<file path="src/rtl/pitrk_pkg.sv">
package pitrk_pkg;
    typedef enum logic [0:0] {
        ST_HOLD  = 1'b0,
        ST_TRACK = 1'b1
    } trk_state_e;
endpackage

</file>
<file path="src/rtl/pitrk_decim.sv">
module pitrk_decim #(
    parameter int DW = 14
) (
    input  logic                 clk,
    input  logic                 rst_n,
    input  logic                 in_valid,
    input  logic signed [DW-1:0] in_data,
    input  logic [1:0]           cfg_phase,
    output logic                 keep,
    output logic signed [DW-1:0] keep_data
);
    logic [1:0] slot;
    logic [1:0] act_phase;

    always_ff @(posedge clk) begin
        if (!rst_n) begin
            slot      <= 2'd0;
            act_phase <= 2'd0;
        end else if (in_valid) begin
            slot <= slot + 2'd1;
            if (slot == 2'd3) begin
                act_phase <= cfg_phase;
            end
        end
    end

    assign keep      = in_valid && (slot == act_phase);
    assign keep_data = in_data;

    // the active phase may only move when a new group starts
    p_phase_at_boundary_r3: assert property (@(posedge clk) disable iff (!rst_n)
        (act_phase != $past(act_phase)) |-> (slot == 2'd0));
endmodule

</file>
<file path="src/rtl/pitrk_errstage.sv">
module pitrk_errstage #(
    parameter int DW = 14
) (
    input  logic                 clk,
    input  logic                 rst_n,
    input  logic                 keep,
    input  logic signed [DW-1:0] keep_data,
    input  logic signed [DW-1:0] setpoint,
    output logic                 kept_q,
    output logic signed [DW:0]   err_q
);
    localparam int EW = DW + 1;

    always_ff @(posedge clk) begin
        if (!rst_n) begin
            kept_q <= 1'b0;
            err_q  <= '0;
        end else begin
            kept_q <= keep;
            if (keep) begin
                err_q <= EW'(keep_data) - EW'(setpoint);
            end
        end
    end
endmodule

</file>
<file path="src/rtl/pitrk_pi.sv">
module pitrk_pi #(
    parameter int DW  = 14,
    parameter int GW  = 16,
    parameter int IW  = 24,
    parameter int SHW = 5
) (
    input  logic                  clk,
    input  logic                  rst_n,
    input  logic                  clr,
    input  logic                  step,
    input  logic signed [DW:0]    err,
    input  logic signed [GW-1:0]  kp,
    input  logic signed [GW-1:0]  ki,
    input  logic [SHW-1:0]        shift,
    input  logic signed [DW-1:0]  mid,
    output logic signed [DW-1:0]  out_next
);
    localparam int EW = DW + 1;
    localparam int PW = GW + EW;
    localparam int SW = ((PW > IW) ? PW : IW) + 3;
    localparam logic signed [SW-1:0] IMAX = SW'((64'sd1 <<< (IW - 1)) - 64'sd1);
    localparam logic signed [SW-1:0] IMIN = SW'(-(64'sd1 <<< (IW - 1)));
    localparam logic signed [SW-1:0] OMAX = SW'((64'sd1 <<< (DW - 1)) - 64'sd1);
    localparam logic signed [SW-1:0] OMIN = SW'(-(64'sd1 <<< (DW - 1)));

    logic signed [IW-1:0] integ;
    logic signed [PW-1:0] p_full, i_full, p_sc, i_sc;
    logic signed [SW-1:0] i_sum, cand, u_sum;
    logic                 clamped;

    always_comb begin
        p_full = PW'(kp) * PW'(err);
        i_full = PW'(ki) * PW'(err);
        p_sc   = p_full >>> shift;
        i_sc   = i_full >>> shift;
        i_sum  = SW'(integ) + SW'(i_sc);
        if (i_sum > IMAX) begin
            cand = IMAX;
        end else if (i_sum < IMIN) begin
            cand = IMIN;
        end else begin
            cand = i_sum;
        end
        u_sum = SW'(mid) + SW'(p_sc) + cand;
        if (u_sum > OMAX) begin
            out_next = OMAX[DW-1:0];
            clamped  = 1'b1;
        end else if (u_sum < OMIN) begin
            out_next = OMIN[DW-1:0];
            clamped  = 1'b1;
        end else begin
            out_next = u_sum[DW-1:0];
            clamped  = 1'b0;
        end
    end

    always_ff @(posedge clk) begin
        if (!rst_n) begin
            integ <= '0;
        end else if (clr) begin
            integ <= '0;
        end else if (step && !clamped) begin
            integ <= cand[IW-1:0];
        end
    end

    // a clamped step leaves the integrator untouched
    p_no_windup_r8: assert property (@(posedge clk) disable iff (!rst_n)
        (step && !clr && clamped) |=> $stable(integ));

    // a clear request empties the integrator
    p_clear_r10: assert property (@(posedge clk) disable iff (!rst_n)
        clr |=> (integ == '0));
endmodule

</file>
<file path="src/rtl/pi_track_loop.sv">
module pi_track_loop
    import pitrk_pkg::*;
#(
    parameter int DW  = 14,
    parameter int GW  = 16,
    parameter int IW  = 24,
    parameter int SHW = 5
) (
    input  logic                 clk,
    input  logic                 rst_n,
    input  logic                 smp_valid,
    input  logic signed [DW-1:0] smp_data,
    input  logic                 cfg_enable,
    input  logic [1:0]           cfg_phase,
    input  logic signed [DW-1:0] cfg_setpoint,
    input  logic signed [GW-1:0] cfg_kp,
    input  logic signed [GW-1:0] cfg_ki,
    input  logic [SHW-1:0]       cfg_shift,
    input  logic signed [DW-1:0] cfg_mid,
    output logic signed [DW-1:0] dac_word
);
    trk_state_e           state, state_nx;
    logic                 keep;
    logic signed [DW-1:0] keep_data;
    logic                 kept_q;
    logic signed [DW:0]   err_q;
    logic signed [DW-1:0] out_nx;
    logic                 pi_clr, pi_step;

    pitrk_decim #(.DW(DW)) u_decim (
        .clk       (clk),
        .rst_n     (rst_n),
        .in_valid  (smp_valid),
        .in_data   (smp_data),
        .cfg_phase (cfg_phase),
        .keep      (keep),
        .keep_data (keep_data)
    );

    pitrk_errstage #(.DW(DW)) u_err (
        .clk       (clk),
        .rst_n     (rst_n),
        .keep      (keep),
        .keep_data (keep_data),
        .setpoint  (cfg_setpoint),
        .kept_q    (kept_q),
        .err_q     (err_q)
    );

    assign pi_clr  = (state == ST_HOLD) || !cfg_enable;
    assign pi_step = (state == ST_TRACK) && cfg_enable && kept_q;

    pitrk_pi #(.DW(DW), .GW(GW), .IW(IW), .SHW(SHW)) u_pi (
        .clk      (clk),
        .rst_n    (rst_n),
        .clr      (pi_clr),
        .step     (pi_step),
        .err      (err_q),
        .kp       (cfg_kp),
        .ki       (cfg_ki),
        .shift    (cfg_shift),
        .mid      (cfg_mid),
        .out_next (out_nx)
    );

    always_comb begin
        state_nx = state;
        unique case (state)
            ST_HOLD:  state_nx = cfg_enable ? ST_TRACK : ST_HOLD;
            ST_TRACK: state_nx = cfg_enable ? ST_TRACK : ST_HOLD;
        endcase
    end

    always_ff @(posedge clk) begin
        if (!rst_n) begin
            state <= ST_HOLD;
        end else begin
            state <= state_nx;
        end
    end

    always_ff @(posedge clk) begin
        if (!rst_n) begin
            dac_word <= '0;
        end else begin
            unique case (state)
                ST_HOLD: dac_word <= cfg_mid;
                ST_TRACK: begin
                    if (!cfg_enable) begin
                        dac_word <= cfg_mid;
                    end else if (kept_q) begin
                        dac_word <= out_nx;
                    end
                end
            endcase
        end
    end

    // disabled loop parks the DAC at mid one cycle later
    p_hold_mid_r10: assert property (@(posedge clk) disable iff (!rst_n)
        (!cfg_enable) |=> (dac_word == $past(cfg_mid)));

    // no kept sample in the pipe means no output change while tracking
    p_idle_stable_r11: assert property (@(posedge clk) disable iff (!rst_n)
        ((state == ST_TRACK) && cfg_enable && !kept_q) |=> $stable(dac_word));
endmodule

</file>
<file path="config.mk">
export PLATFORM = sky130hd
export DESIGN_NAME = pi_track_loop
export DESIGN_NICKNAME = d
export VERILOG_FILES = /design/src/rtl/pitrk_pkg.sv /design/src/rtl/pitrk_decim.sv /design/src/rtl/pitrk_errstage.sv /design/src/rtl/pitrk_pi.sv /design/src/rtl/pi_track_loop.sv
export SDC_FILE = /design/constraint.sdc
export NUM_CORES = 2
export LEC_CHECK = 0
export BUFFER_PORTS_ARGS = -buffer_cell sky130_fd_sc_hd__buf_2
export CORE_ASPECT_RATIO = 2
export CORE_UTILIZATION = 40
export CTS_BUF_LIST = sky130_fd_sc_hd__clkbuf_8 sky130_fd_sc_hd__clkbuf_16
export DETAILED_ROUTE_END_ITERATION = 8
export REMOVE_ABC_BUFFERS = 1
export SLEW_MARGIN = 15
export SYNTH_ARGS = -nofsm -noshare
export SYNTH_HDL_FRONTEND = slang
export SYNTH_HIERARCHICAL = 1
export SYNTH_SLANG_ARGS = --single-unit
</file>
<file path="constraint.sdc">
create_clock -name clk -period 17.35 [get_ports clk]
set_input_delay 3.47 -clock clk [delete_from_list [all_inputs] [get_ports clk]]
set_output_delay 3.47 -clock clk [all_outputs]
set_load 0.05 [all_outputs]
</file>
==> impl_metrics.env <==
export IMPL_status="finished clean"
export IMPL_fin_cells=5089
export IMPL_hold_viol=0
export IMPL_drc=0
export IMPL_rsz0062_at_grt="yes"
export IMPL_post_dp_cell_area_sq_um=35000
export IMPL_htree_levels=3
export IMPL_initial_core_util=0.404
export IMPL_cts_tree="built"
export IMPL_drv_cap=0
export IMPL_antenna_found_initial=5
export IMPL_dieArea_sq_um=77900
export IMPL_finClkSkew_ps=13.4
export IMPL_startpoint="cfg_ki[13]"
export IMPL_clk_pin_slew_ps=60
export IMPL_grt_total_usage=0.277
export IMPL_ant_nets=0
export IMPL_cp_endpoint="u_pi/integ[16]"
export IMPL_synth_top_flop_cell="dfxtp_1"
export IMPL_ios=99
export IMPL_r2r_cells=59
export IMPL_portBuffers=98
export IMPL_yosysTopAreaCell="fa_1"
export IMPL_postRouteWirelength_mm=107
export IMPL_avgViaCountPerCell=5.51
export IMPL_slew_headroom=0.288
export IMPL_finalCriticalPeriod_ps=17000
export IMPL_wl_per_cell_um=21.1
export IMPL_synth_distinct_cells=102
export IMPL_maxSlewViolCount=0
export IMPL_crit_slowest_cell="fa_1"
export IMPL_grt_max_degree=69
export IMPL_post_route_period_util=0.980
export IMPL_area_growth_pct=17.6
export IMPL_synth_seq_area_share=0.0385
export IMPL_rr_endpoint="u_pi/integ[16]"
export IMPL_grt_pass1_wl_mm=163
export IMPL_crit_required_ps=17640
export IMPL_synth_edff_count=0
export IMPL_globalplace_congestion=1.03
export IMPL_final_core_util=0.475
export IMPL_rows=143
export IMPL_synthesis_area_sq_um=30700
export IMPL_worstSkewPairLatency_ps=380
export IMPL_nFillCells=7650
export IMPL_cts_made_buffers=9
export IMPL_drive_gt1_frac=0.188
export IMPL_startpoint_type="input pin"
export IMPL_grt_pass1_vias=30051
export IMPL_core_sq_um=75900
export IMPL_end_kind="flip-flop"
export IMPL_dr_pass1_iters=7
export IMPL_rrSetupSlack_ps=2410
export IMPL_fin_nets=4901
export IMPL_yosys_warnings=6
export IMPL_worst_pin_slew_ps=1060
export IMPL_synth_area_leaders="fa_1 33%, ha_1 10%, inv_1 7.8%"
export IMPL_cpPeakStageDelay_ps=550
export IMPL_r2r_start="u_err/err_q[1]"
export IMPL_async_flop_share=0
export IMPL_synth_cells=3695
export IMPL_stdcell_area_sq_um=36100
export IMPL_hp_class="flip-flop to flip-flop"
export IMPL_cp_arrival_ps=17290
export IMPL_syn_avg_cell_area_sq_um=8.30
export IMPL_fmaxAchievable_ghz=0.0588
export IMPL_place_inst=5052
export IMPL_clockRootBuffer="clkbuf_16"
export IMPL_die_width_um=198
export IMPL_synth_commonest_cells="641 x inv_1, 505 x fa_1, 318 x and2_1"
export IMPL_gr_total_overflow=0
export IMPL_setup_viol=0
export IMPL_critPathMaxFanout=17
export IMPL_synth_most_common_cell="inv_1"
export IMPL_die_h_um=394
export IMPL_drt_iter0_drc=1244
export IMPL_clock_sinks=59
export IMPL_crit_type="input pin to flip-flop"
export IMPL_route_vias_total=28048
export IMPL_synth_top_area_frac=0.329
export IMPL_ys_ff_latch=59
export IMPL_dpl_hpwl_mm=89.8
export IMPL_cts_buffer_depth=2
## worst max-delay path, delay by kind of cell
kind	cells	cell delay, ps
multiplexers	1	490
XOR/XNOR	2	340
adder cells (fa/ha/maj)	11	4910
AND/OR/NAND/NOR	14	3230
buffers and inverters	17	1950
AO/OA/AOI/OAI	15	2860
## state kept, by name, indices dropped and copies added, names as in the netlist
signal and flops:
u_err/err_q 15, u_err/kept_q 1, dac_word 14, u_decim/slot 2, state 1, u_decim/act_phase 2, u_pi/integ 24
## layer usage
layer,share of wire,global-route usage,vias to the layer above
met2,0.55,0.535,776
met1,0.32,0.245,13993
met4,0.094,0.233,2
li1,-,-,12860
met5,0.00010,0,-
met3,0.037,0.0394,417
## how the worst min path moves through the flow
stage / start / endpoint / slack [ps] / cells after the start
CTS: dac_word[4] / dac_word[4] / 560 / 2
global route: dac_word[5] / dac_word[5] / 600 / 2
global placement: dac_word[4] / dac_word[4] / 550 / 2
finish: dac_word[4] / dac_word[4] / 560 / 2
detailed placement: dac_word[4] / dac_word[4] / 550 / 2
floorplan: u_pi/integ[4] / u_pi/integ[4] / 480 / 1
## final cells by class
class | count | area, sq um | share of cell area
Antenna cell | 5 | 12.5 | 0.000347
Inverter | 645 | 2420 | 0.0672
Sequential cell | 59 | 1190 | 0.0329
Clock buffer | 12 | 267 | 0.00739
Timing Repair Buffer | 558 | 4070 | 0.113
Multi-Input combinational cell | 2791 | 26800 | 0.743
Clock inverter | 4 | 47.5 | 0.00132
Tap cell | 1015 | 1270 | 0.0352
## through the flow
step	worst slack, ps	setup TNS, ps	hold WS, ps
2_1_floorplan	-1050	-23040	478
3_3_place_gp	-768	-24500	549
3_5_place_dp	-970	-30540	546
4_1_cts	2.83	0	559
5_1_grt	-197	-5630	597
6_report	347	0	559
## cells in the final DEF (no fill, tap or decap), types with 23 or more instances in the layout
cell type,n
a21o_1,71
xnor2_1,68
o211ai_1,32
nand2_1,307
o31ai_1,30
o21a_1,29
a211oi_1,43
buf_2,99
nand3_1,38
mux2i_1,73
buf_4,447
ha_1,239
inv_1,638
o21ai_0,83
dfxtp_1,54
nor3_1,38
and3_1,23
a21oi_1,163
and2_1,317
nor2_1,187
fa_1,503
xor2_1,38
## kinds of logic (layout without fill, tap and decap cells)
logic type / after synthesis / in the layout / synth area share
xor+xnor: 113 / 113 / 0.0323
mux: 113 / 113 / 0.0431
flops: 59 / 59 / 0.0385
other cells: 0 / 5 / 0
buf+inv: 845 / 1219 / 0.107
compound gates: 755 / 755 / 0.173
simple gates: 1058 / 1058 / 0.175
fa+ha+maj: 752 / 752 / 0.430
## repair_timing
action,in CTS,in global routing
endpoints found under the setup margin,37,37
pin swaps,1,54
cloned,0,3
hold buffers,0,0
setup buffers,0,14
resized for setup,18,125
Power is not shown: default switching activity piles up to over one toggle a cycle in this logic, so the estimate is an artifact.
